$ cat src/rtl/ttx_pkg.sv
package ttx_pkg;

  typedef enum logic [2:0] {
    ST_IDLE,
    ST_LEAD,
    ST_SHIFT,
    ST_HOLD,
    ST_DRAIN
  } ttx_state_e;

  localparam logic [1:0] DIAG_SOFT = 2'b11;

  // CTS as seen by the transmitter: forced low in software mode
  function automatic logic cts_effective(input logic [1:0] diag, input logic cts_n_sync);
    return (diag == DIAG_SOFT) || !cts_n_sync;
  endfunction

  // Idle gap satisfied once the counted idle bit times reach the minimum
  function automatic logic gap_met(input int unsigned cnt, input int unsigned need);
    return cnt >= need;
  endfunction

endpackage

$ cat src/rtl/ttx_sync.sv
module ttx_sync #(
  parameter int   STAGES    = 2,
  parameter logic RESET_VAL = 1'b1
) (
  input  logic clk,
  input  logic rst_n,
  input  logic d,
  output logic q
);
  logic [STAGES-1:0] chain_q;

  always_ff @(posedge clk or negedge rst_n) begin
    if (!rst_n) chain_q <= {STAGES{RESET_VAL}};
    else        chain_q <= {chain_q[STAGES-2:0], d};
  end

  assign q = chain_q[STAGES-1];
endmodule

$ cat src/rtl/ttx_shifter.sv
module ttx_shifter #(
  parameter int DW = 8,
  localparam int CNTW = (DW > 1) ? $clog2(DW) : 1
) (
  input  logic          clk,
  input  logic          rst_n,
  input  logic          load,
  input  logic          shift,
  input  logic [DW-1:0] din,
  output logic          bit_out,
  output logic          last_bit
);
  logic [DW-1:0]   sreg_q;
  logic [CNTW-1:0] cnt_q;

  always_ff @(posedge clk or negedge rst_n) begin
    if (!rst_n) begin
      sreg_q <= '1;
      cnt_q  <= '0;
    end else if (load) begin
      sreg_q <= din;
      cnt_q  <= '0;
    end else if (shift) begin
      sreg_q <= {1'b1, sreg_q[DW-1:1]};
      cnt_q  <= cnt_q + 1'b1;
    end
  end

  assign bit_out  = sreg_q[0];
  assign last_bit = (cnt_q == CNTW'(DW - 1));
endmodule

$ cat src/rtl/ttx_gap.sv
module ttx_gap import ttx_pkg::*; #(
  parameter int GAP_BITS = 17,
  localparam int CW = $clog2(GAP_BITS + 1)
) (
  input  logic clk,
  input  logic rst_n,
  input  logic clear,
  input  logic tick,
  output logic ready
);
  logic [CW-1:0] cnt_q;

  always_ff @(posedge clk or negedge rst_n) begin
    if (!rst_n)                                   cnt_q <= CW'(GAP_BITS);
    else if (clear)                               cnt_q <= '0;
    else if (tick && (cnt_q < CW'(GAP_BITS)))     cnt_q <= cnt_q + 1'b1;
  end

  assign ready = gap_met(int'(cnt_q), GAP_BITS);
endmodule

$ cat src/rtl/ttx_top.sv
module ttx_top import ttx_pkg::*; #(
  parameter int DATA_W      = 8,
  parameter int GAP_BITS    = 17,
  parameter int SYNC_STAGES = 2
) (
  input  logic              clk,
  input  logic              rst_n,
  input  logic              bit_en,
  input  logic [1:0]        mode_diag,
  input  logic              sync_en,
  input  logic              sync_n,
  input  logic              cts_n,
  output logic              rts_n,
  output logic              txd,
  input  logic              buf_valid,
  input  logic [DATA_W-1:0] buf_data,
  input  logic              buf_last,
  input  logic              buf_frame_end,
  output logic              buf_ready,
  output logic              done_vld,
  output logic              done_err
);
  ttx_state_e state_q, state_d;

  logic cts_q, sync_q, sync_seen_q;
  logic cts_ok_w, sync_ok_w, gap_ok_w, tx_active_w;
  logic start_w, abort_w, byte_end_w, load_w, shift_w, drain_pop_w, gap_clr_w;
  logic sh_bit, sh_last;
  logic cur_last_q, cur_fend_q;
  logic done_vld_q, done_err_q;

  ttx_sync #(.STAGES(SYNC_STAGES), .RESET_VAL(1'b1)) u_cts_sync (
    .clk(clk), .rst_n(rst_n), .d(cts_n), .q(cts_q)
  );

  ttx_sync #(.STAGES(SYNC_STAGES), .RESET_VAL(1'b1)) u_sync_sync (
    .clk(clk), .rst_n(rst_n), .d(sync_n), .q(sync_q)
  );

  always_ff @(posedge clk or negedge rst_n) begin
    if (!rst_n)       sync_seen_q <= 1'b0;
    else if (!sync_en) sync_seen_q <= 1'b0;
    else if (!sync_q)  sync_seen_q <= 1'b1;
  end

  assign cts_ok_w    = cts_effective(mode_diag, cts_q);
  assign sync_ok_w   = !sync_en || sync_seen_q;
  assign tx_active_w = (state_q == ST_LEAD) || (state_q == ST_SHIFT) || (state_q == ST_HOLD);

  // Event wires
  assign abort_w     = tx_active_w && !cts_ok_w;
  assign start_w     = (state_q == ST_IDLE) && bit_en && buf_valid &&
                       cts_ok_w && sync_ok_w && gap_ok_w;
  assign byte_end_w  = (state_q == ST_SHIFT) && bit_en && sh_last && !abort_w;
  assign shift_w     = (state_q == ST_SHIFT) && bit_en && !sh_last && !abort_w;
  assign load_w      = !abort_w && bit_en && buf_valid &&
                       ((state_q == ST_LEAD) || (state_q == ST_HOLD) ||
                        (byte_end_w && !cur_fend_q));
  assign drain_pop_w = (state_q == ST_DRAIN) && buf_valid;
  assign gap_clr_w   = (byte_end_w && cur_fend_q) || abort_w;

  ttx_shifter #(.DW(DATA_W)) u_shift (
    .clk(clk), .rst_n(rst_n), .load(load_w), .shift(shift_w),
    .din(buf_data), .bit_out(sh_bit), .last_bit(sh_last)
  );

  ttx_gap #(.GAP_BITS(GAP_BITS)) u_gap (
    .clk(clk), .rst_n(rst_n), .clear(gap_clr_w), .tick(bit_en), .ready(gap_ok_w)
  );

  always_comb begin
    state_d = state_q;
    if (abort_w) begin
      state_d = ((state_q == ST_SHIFT) && cur_fend_q) ? ST_IDLE : ST_DRAIN;
    end else begin
      unique case (state_q)
        ST_IDLE:  if (start_w) state_d = ST_LEAD;
        ST_LEAD,
        ST_HOLD:  if (load_w) state_d = ST_SHIFT;
        ST_SHIFT: if (byte_end_w) begin
                    if (cur_fend_q)  state_d = ST_IDLE;
                    else if (!load_w) state_d = ST_HOLD;
                  end
        ST_DRAIN: if (drain_pop_w && buf_last && buf_frame_end) state_d = ST_IDLE;
        default:  state_d = ST_IDLE;
      endcase
    end
  end

  always_ff @(posedge clk or negedge rst_n) begin
    if (!rst_n) begin
      state_q    <= ST_IDLE;
      cur_last_q <= 1'b0;
      cur_fend_q <= 1'b0;
      done_vld_q <= 1'b0;
      done_err_q <= 1'b0;
    end else begin
      state_q <= state_d;
      if (load_w) begin
        cur_last_q <= buf_last;
        cur_fend_q <= buf_last && buf_frame_end;
      end
      done_vld_q <= (byte_end_w && cur_last_q) || abort_w;
      done_err_q <= abort_w;
    end
  end

  assign rts_n     = !tx_active_w;
  assign txd       = (state_q == ST_SHIFT) ? sh_bit : 1'b1;
  assign buf_ready = load_w || drain_pop_w;
  assign done_vld  = done_vld_q;
  assign done_err  = done_err_q;
endmodule

$ cat config.mk
export PLATFORM = sky130hd
export DESIGN_NAME = ttx_top
export DESIGN_NICKNAME = d
export VERILOG_FILES = /design/src/rtl/ttx_pkg.sv /design/src/rtl/ttx_sync.sv /design/src/rtl/ttx_shifter.sv /design/src/rtl/ttx_gap.sv /design/src/rtl/ttx_top.sv
export SDC_FILE = /design/constraint.sdc
export NUM_CORES = 1
export LEC_CHECK = 0
export ABC_AREA = 1
export CELL_PAD_IN_SITES_DETAIL_PLACEMENT = 1
export CELL_PAD_IN_SITES_GLOBAL_PLACEMENT = 1
export CORE_MARGIN = 1.5
export CORE_UTILIZATION = 42
export DETAILED_ROUTE_END_ITERATION = 6
export GPL_ROUTABILITY_DRIVEN = 0
export HOLD_SLACK_MARGIN = 0.1
export PLACE_DENSITY_LB_ADDON = 0.05
export SETUP_SLACK_MARGIN = 0.4
export SLEW_MARGIN = 20
export SYNTH_ARGS = -nofsm -noshare
export SYNTH_HDL_FRONTEND = slang
export SYNTH_SLANG_ARGS = --single-unit
$ cat constraint.sdc
create_clock -name clk -period 2.9 [get_ports clk]
set_input_delay 0.29 -clock clk [delete_from_list [all_inputs] [get_ports clk]]
set_output_delay 0.29 -clock clk [all_outputs]
set_load 0.02 [all_outputs]
# Word level (Yosys, flattened, before mapping)
# Cells that the tools add are included.
# word_totals
regBits	28
input_bits	19
# classes
add_sub_neg	2
magnitude_cmp	2
n_eq_ne	12
n_mux	18
reduce_logical	44
# ops
op	count
3-bit 2-to-1 mux	10
1-bit logical AND	23
8-bit 2-to-1 mux	2
3-bit case mux with 4 select lines	1
5-bit 2-to-1 mux	2
1-bit logical OR	9
3-bit != test, second input constant	3
1-bit zero test	7
3-bit by 2-bit equality test with 1-bit output, second input constant	2
3-bit equality test, second input constant	2
5-bit by 1-bit adder with 5-bit output, second input constant	1
5-bit >= comparator, second input constant	1
5-bit < comparator, second input constant	1
5-bit AND reduction	1
4-bit != test, second input constant	1
2-bit nonzero test	2
3-bit by 1-bit adder with 3-bit output, second input constant	1
3-bit by 1-bit equality test with 1-bit output, second input constant	1
3-bit zero test	1
1-bit 2-to-1 mux	3
3-bit by 2-bit != test with 1-bit output, second input constant	1
2-bit equality test, second input constant	1
2-bit != test, second input constant	1
2-bit OR reduction	1

# Depth between registers and ports, before layout
# Gate-level depths: netlist of run 1.
# depth
ltp_word	14
depth_mapped	10
ltp_nobuf	10

# Hierarchy
# From an unflattened synthesis of run 1, not the netlist that was laid out.
# hier_totals
hier_cells	185
area_unflattened_um2	1576.5
# by_module_without_submodules
mod	n_inst	cells_per_inst	area_each_um2	seq_area_each_um2
ttx_top	1	74	558.0	200.2
ttx_shifter	1	59	543.0	285.3
ttx_gap	1	48	370.4	127.6
ttx_sync	2	2	52.6	52.6

# Least setup slack after synthesis of run 1
# Ideal clock, no wire load.
# synth_timing
path_type	register -> output
from	register state_q[1]
to	output buf_ready
arrival_time_ns	1.323
required_time_ns	2.610
path_slack_ns	1.287
path_stages_with_launch	8
n_path_buf	1
cell_sequence	dfrtp_1 or2_4 nand2_2 nor2_4 nor2_4 nand2_4 buf_6 nand2_1
# synth_via
elab_chain_cells	10
elab_cells_between_ends	19
# synth_lines
item	line	source
start, declared	ttx_top.sv:23	ttx_state_e state_q, state_d;
start signal, assigned	ttx_top.sv:98	state_q <= state_d;
3-bit by 1-bit equality test with 1-bit output or 3-bit by 2-bit equality test with 1-bit output (tied branches)	ttx_top.sv:48	assign tx_active_w = (state_q == ST_LEAD) || (state_q == ST_SHIFT) || (state_q == ST_HOLD);
1-bit logical OR	ttx_top.sv:48	
1-bit logical OR (*)	ttx_top.sv:48	
1-bit logical AND (*)	ttx_top.sv:51	assign abort_w = tx_active_w && !cts_ok_w;
via abort_w	ttx_top.sv:27	logic start_w, abort_w, byte_end_w, load_w, shift_w, drain_pop_w, gap_clr_w;
1-bit zero test (*)	ttx_top.sv:54, ttx_top.sv:56	
1-bit logical AND	ttx_top.sv:54	assign byte_end_w = (state_q == ST_SHIFT) && bit_en && sh_last && !abort_w;
1-bit logical AND	ttx_top.sv:58	(byte_end_w && !cur_fend_q));
1-bit logical OR	ttx_top.sv:57	((state_q == ST_LEAD) || (state_q == ST_HOLD) ||
1-bit logical AND (*)	ttx_top.sv:56	assign load_w = !abort_w && bit_en && buf_valid &&
1-bit logical OR (*)	ttx_top.sv:110	assign buf_ready = load_w || drain_pop_w;
end, declared	ttx_top.sv:19	output logic buf_ready,
# Mark *: on every way through the listed nets, which the timed path passes. The rest lies on a longest branch.

# Worst setup path after layout of run 1
# layout_timing
from	register u_shift.cnt_q[0]
to	output buf_ready
# layout_via
elab_chain_cells	7
# layout_lines
item	line	source
start, declared	ttx_shifter.sv:14	logic [CNTW-1:0] cnt_q;
start signal, assigned	ttx_shifter.sv:25	cnt_q <= cnt_q + 1'b1;
3-bit equality test	ttx_shifter.sv:30	assign last_bit = (cnt_q == CNTW'(DW - 1));
1-bit logical AND (2 in a row)	ttx_top.sv:54	
1-bit logical AND	ttx_top.sv:58	
1-bit logical OR	ttx_top.sv:57	
1-bit logical AND	ttx_top.sv:56	
1-bit logical OR	ttx_top.sv:110	
# No other way between the ends.

==> results of run 1 <==
[sequential cells by signal, summed over array words and instances (netlist names)]
name,count
u_shift.sreg_q,8
u_gap.cnt_q,5
state_q,3
u_shift.cnt_q,3
u_cts_sync.chain_q,2
u_sync_sync.chain_q,2
cur_fend_q,1
cur_last_q,1
done_err,1
done_vld,1
sync_seen_q,1
[routing by layer]
layer  wire length (um)  part of all wire  global-route usage  vias up
met1               1560              0.42               0.239      604
met4                 31            0.0084              0.0500        0
met5                  0                 0                   0        -
met3                 99             0.027              0.0198        4
met2               2010              0.54               0.409       25
li1                   -                 -                   -      615
[report_power, final]
part | total, mW | leakage, nW | switching, mW | internal (mW)
Combinational | 0.689 | 0.529 | 0.417 | 0.272
Clock | 0.169 | 0.0150 | 0.115 | 0.0539
Sequential | 0.678 | 0.329 | 0.101 | 0.577
[Yosys cell counts, drive strengths merged]
| library cell | number |
|---|---|
| inv | 22 |
| nor2 | 20 |
| a21oi | 6 |
| xnor2 | 1 |
| nor3b | 2 |
| dfrtp | 14 |
| nand2 | 53 |
| nand4 | 2 |
| o21ai | 6 |
| or2 | 4 |
| o31ai | 1 |
| and3 | 1 |
| dfstp | 14 |
| ha | 4 |
| buf | 2 |
| nor3 | 2 |
| nand3 | 21 |
| xor2 | 1 |
| nand3b | 2 |
[worst reg2reg max path: cells and delay by family, from the launching register on]
family	cells	cell delay, ns
adders and majority gates	2	0.43
buffers and inverters	2	0.31
DFF	1	0.43
and+or+nand+nor	5	0.59
[layout by cell type, fill, tap and decap left out]
cell             synthesis  routed
a21oi_1                  5       5
a21oi_2                  1       1
and3_1                   1       1
buf_2                    0       1
buf_4                    0       2
clkbuf_1                 0       1
clkbuf_4                 0       3
clkdlybuf4s50_1          0      21
dfrtp_1                 14      14
dfstp_2                 14      14
dlygate4sd2_1            0       1
dlygate4sd3_1            0       1
ha_1                     4       3
ha_2                     0       1
inv_1                   20      20
inv_2                    2       2
nand2_1                 49      49
nand2_2                  3       3
nand2_4                  1       1
nand3_1                 20      20
nand3_2                  1       1
nand3b_1                 2       2
nand4_1                  1       1
nand4_2                  1       1
nor2_1                  17      17
nor2_2                   1       1
nor2_4                   2       2
nor3_2                   2       2
nor3b_1                  2       2
o21ai_0                  4       4
o21ai_1                  2       2
o31ai_1                  1       1
or2_0                    2       2
or2_2                    1       1
or2_4                    1       1
xnor2_1                  1       1
xor2_1                   1       1
[area by class of cell]
cell class                 instances  area (um2)  share of cell area
inverter                          22        82.6              0.0460
tap                               46        57.6              0.0321
clock buffer                       4        26.3              0.0146
multi-input combinational        126         661               0.368
sequential                        28         718               0.400
timing repair buffer              26         249               0.139
[metrics by stage]
step	total power [mW]	hold WS (ns)	cells
after floorplan	1.15	-0.00559	178
after global placement	1.33	0.348	247
after detailed placement	1.38	0.354	247
after CTS	1.56	0.334	251
after global routing	1.67	0.327	252
final	1.54	0.346	252
[final timing paths]
kind                                     endpoint  slack [ns]  cells past startpoint
max in group asynchronous       u_shift.sreg_q[0]        1.90                      3
max                                     buf_ready        0.67                      7
max reg2reg                      u_shift.cnt_q[2]        1.10                      9
min in group asynchronous                done_vld        0.45                      2
min reg2reg                u_sync_sync.chain_q[1]        0.37                      0
min                         u_cts_sync.chain_q[0]        0.35                      1
[repair_timing]
item,CTS,global route
resized for setup,2,0
endpoints found under the hold margin,0,14
endpoints found under the setup margin,1,0
hold buffers,0,1
[logic make-up after synthesis]
kind of cell,count (synthesis),share of synthesized area
buf+inv,24,0.0709
compound gates,13,0.0481
simple gates,107,0.351
fa+ha+maj,4,0.0338
xor+xnor,2,0.0118
flops,28,0.485
==> out/results.tsv, run 1 <==
stage	metric	value	unit
cts	CTS Buf Count	3	
worst_setup_path	CP Launch Type	register	
drt	Final Routed Wirelength	3700	um
cts	worst skew pair latency	0.32	ns
worst_setup_path	maximum fanout along the worst path	17	
global_route	pin count of the biggest net entering global routing	23	
floorplanning	die height	62.4	um
timing	crit share post-route	0.768	
worst_setup_path	WP data required	2.61	ns
global_route	first-pass GRT wire length	6330	um
power	Max VDD drop	0.339	mV
finish	Nets	230	
drt	drc violations	0	
synth	post-synth cell types	30	
floorplanning	Rows	21	
drt	Routed wire per std cell	14.7	um
placement	Cell Area, Placed	1760	um2
synth	syn avg cell area	8.32	um2
floorplanning	total die area	3890	um2
worst_setup_path	WP buf/inv	1	
timing	Rel. slew slack	0.663	
cts	Max Root-Sink Buffers	2	
worst_setup_path	max incr delay on CP	0.43	ns
worst_setup_path	CP Launch Point	u_shift.cnt_q[0]	
cts	Clock Sinks	28	
synth	leading area contributor after synthesis	dfstp_2	
worst_setup_path	slowest CP cell	dfrtp_1	
synth	Yosys top cell area share	0.248	
finish	ant diodes	0	
placement	input/output buffers	23	
timing	Period minus WS final	2.23	ns
cts	Worst-path clk slew	0.15	ns
global_route	vias in the first global route	1384	
floorplanning	core area	3360	um2
placement	dpl hpwl	2900	um
global_route	initial antenna violation count	0	
timing	clock skew	0.00109	ns
placement	pre-CTS WS	0.442	ns
drt	Via Count	1248	
flow_run	max-cap violations	0	
timing	Final setup viols	0	
worst_setup_path	CP delay by family, top	flip-flops	
floorplanning	Chip Width	62.4	um
drt	Vias/cell	4.95	
cts	CTS Root Cell	clkbuf_4	
cts	# H-tree levels	1	
timing	Final Slew Violations	0	
cts	CTS tree	done	
synth	top post-synthesis cells by area	dfstp_2 (25%), dfrtp_1 (24%), nand2_1 (12%)	
hold_path	Hold Crit Class	primary input to register	
floorplanning	Initial Util	0.440	
finish	Layout fillers	436	
worst_setup_path	CP Capture Type	output pin	
finish	area delta synth->final	21.1	%
power	Pleak	0.873	nW
run_status	status	completed	
hold_path	Hold Path Origin	cts_n	
synth	Synth Instances	178	
timing	final setup margin	0.673	ns
finish	share of cells above drive strength 1	0.180	
synth	sequential-to-total area share from yosys stat	0.485	
global_route	total grt overflow	0	
finish	Finished Cell Area	1790	um2
drt	drt pass-1 iters	4	
drt	First DRT Iteration DRCs	39	
floorplanning	boundary pin count	24	
worst_setup_path	critical-path cell list	ha_1 -> ha_2 -> nand3_1 -> nand2_2 -> nand2_4 -> nand2_1 -> dlygate4sd2_1	
finish	utilization after layout	0.533	
synth	Synthesized Nets	201	
timing	FMAX	449	MHz
global_route	GRT Util Overall	0.207	
worst_setup_path	r2r startpoint	u_shift.cnt_q[0]	
synth	yosys warns	0	
timing	setup_tns	0	ns
power	P per Cell Area	856	nW/um2
synth	synthesized area	1480	um2
worst_setup_path	crit path kind	register to output pin	
worst_setup_path	CP Data Arrival Time	1.94	ns
timing	RSZ-0062 raised after global routing	false	
timing	Worst-Margin Slew	0.506	ns
drt	final antenna-violating net count	0	
timing	count of final hold-check violations	0	
cts	# Post-CTS Setup Buffers	0	
synth	flops & latches, synth	28	
No activity file was read; power rests on OpenSTA's default activity.
==> inputs of run 2 (changes only) <==
CORE_UTILIZATION = 39   (was 42)
clock period = 2.3 ns   (was 2.9 ns; I/O delays follow)
==> out/results.tsv, run 2 (synthesis results as in run 1) <==
stage	metric	value	unit	change
timing	clock skew	0.00510	ns	was 0.00109 ns
power	register share of total power	0.406		was 0.442
drt	drc violations	0		unchanged
floorplanning	total die area	4180	um2	was 3890 um2
cts	CTS Buf Count	3		unchanged
timing	Rel. slew slack	0.763		was 0.663
timing	RSZ-0062 raised after global routing	false		unchanged
timing	setup_tns	0	ns	unchanged
cts	CTS tree	done		unchanged
power	Gate power share	0.408		was 0.448
global_route	initial antenna violation count	0		unchanged
finish	Nets	229		was 230
floorplanning	Chip Width	64.6	um	was 62.4 um
timing	FMAX	555	MHz	
worst_setup_path	crit path kind	register to output pin		unchanged
timing	Worst-Margin Slew	0.355	ns	was 0.506 ns
drt	final antenna-violating net count	0		unchanged
global_route	pin count of the biggest net entering global routing	29		was 23
global_route	GRT Util Overall	0.187		was 0.207
power	clock share of power	0.187		was 0.110
cts	Worst-path clk slew	0.10	ns	was 0.15 ns
worst_setup_path	CP Data Arrival Time	1.57	ns	was 1.94 ns
floorplanning	core area	3660	um2	was 3360 um2
drt	Via Count	1236		was 1,248
finish	commonest non-fill, non-tap cell in the layout	nand2_1		unchanged
run_status	status	completed		unchanged
cts	hold buffer count at cts	0		unchanged
cts	Clock Sinks	28		unchanged
flow_run	max-cap violations	0		unchanged
cts	CTS Root Cell	clkbuf_8		was clkbuf_4
finish	Reg area	718	um2	unchanged
global_route	total grt overflow	0		unchanged
worst_setup_path	CP Capture Type	output pin		unchanged
hold_path	Hold Crit Class	primary input to async pin		was primary input to register
finish	utilization after layout	0.503		was 0.533
worst_setup_path	CP Launch Type	register		unchanged
cts	Max Root-Sink Buffers	2		unchanged
timing	Final setup viols	0		unchanged
drt	Routed wire per std cell	13.6	um	was 14.7 um
cts	worst skew pair latency	0.28	ns	was 0.32 ns
finish	max reg flops	8		unchanged
global_route	vias in the first global route	1322		was 1,384
finish	Layout fillers	454		was 436
power	Switch Pwr	0.811	mW	was 0.633 mW
timing	Final Slew Violations	0		unchanged
floorplanning	Rows	22		was 21
timing	count of final hold-check violations	0		unchanged
drt	drt pass-1 iters	4		unchanged
worst_setup_path	WP data required	2.07	ns	was 2.61 ns
power	Pleak	0.883	nW	was 0.873 nW
placement	dpl hpwl	2610	um	was 2900 um
floorplanning	Initial Util	0.405		was 0.440
floorplanning	die height	64.6	um	was 62.4 um
timing	Period minus WS final	1.80	ns	
global_route	first-pass GRT wire length	6070	um	was 6330 um
worst_setup_path	maximum fanout along the worst path	4		was 17
placement	input/output buffers	23		unchanged
drt	Final Routed Wirelength	3450	um	was 3700 um
finish	ant diodes	0		unchanged
power	internal power	1.30	mW	was 0.902 mW
finish	commonest cells after routing, fill and taps aside	nand2_1 (49), nand3_1 (20), clkdlybuf4s50_1 (20)		was nand2_1 (49), clkdlybuf4s50_1 (21), inv_1 (20), nand3_1 (20), nor2_1 (17)
finish	Reg with most FFs	u_shift.sreg_q		unchanged
power	Sw Ratio	0.385		was 0.412
finish	share of cells above drive strength 1	0.190		was 0.180
cts	# Post-CTS Setup Buffers	0		unchanged
floorplanning	boundary pin count	24		unchanged
timing	crit share post-route	0.784		
drt	Vias/cell	4.89		was 4.95
drt	First DRT Iteration DRCs	66		was 39
worst_setup_path	Reg2Reg Depth	9		unchanged
finish	area delta synth->final	24.4	%	was 21.1%
cts	# H-tree levels	1		unchanged
finish	top flop regs	u_shift.sreg_q x8, u_gap.cnt_q x5		unchanged
power	P per Cell Area	1140	nW/um2	was 856 nW/um2
power	Max VDD drop	0.455	mV	was 0.339 mV
finish	area taken by multi-input logic gates	673	um2	was 661 um2
-- run 2: metal layers --
layer,track usage,routed length [um]
met5,0,0
met4,0.0372,0
met3,0.0330,105
met2,0.337,1770
met1,0.236,1580
-- run 2: critical path: stages, from the launching register on --
cell and delay (ns):
dfrtp_1 0.43, inv_2 0.13, nand3_4 0.12, or2_2 0.30
dlygate4sd2_1 0.32
-- run 2: path summary, 6_finish.rpt --
| path | from | end | slack [ns] |
|---|---|---|---|
| setup / recovery | state_q[2] | txd | 0.50 |
| hold / removal | rst_n | u_gap.cnt_q[1] | 0.32 |
| setup reg to reg | u_shift.cnt_q[0] | u_shift.cnt_q[2] | 0.63 |
| hold reg to reg | u_sync_sync.chain_q[0] | u_sync_sync.chain_q[1] | 0.36 |
| max in group asynchronous | rst_n | u_sync_sync.chain_q[0] | 1.67 |
| min in group clk | cts_n | u_cts_sync.chain_q[0] | 0.34 |
-- run 2: per-stage QoR --
stage                     hold slack, ns  area (um2)  worst slack (ns)  total power [mW]  instances
after detailed placement           0.349        1760             0.148              1.73        249
after floorplan                  -0.0656        1480             0.747              1.45        178
after global placement             0.347        1760             0.210              1.68        249
final                              0.318        1840             0.497              2.11        253
after CTS                          0.333        1830             0.302              2.12        253
after global routing               0.338        1840             0.414              2.29        253
-- run 2: area by class of cell --
class,count,share of cell area
Sequential cell,28,0.390
Multi-Input combinational cell,126,0.365
Timing Repair Buffer,25,0.129
Inverter,22,0.0448
Tap cell,48,0.0326
Clock buffer,3,0.0224
Clock inverter,1,0.0163
-- run 2: power groups by stage --
stage	Sequential, mW	Combinational (mW)	Clock (mW)
after floorplan	0.838	0.615	0
after global placement	0.849	0.828	0
after detailed placement	0.860	0.870	0
after CTS	0.852	0.861	0.408
after global routing	0.884	0.984	0.423
final	0.855	0.859	0.394
-- run 2: timing repair --
action	4_1_cts	5_1_grt
pin swaps	0	0
gates cloned	0	0
resized for setup	3	6
setup endpoints to repair	3	9
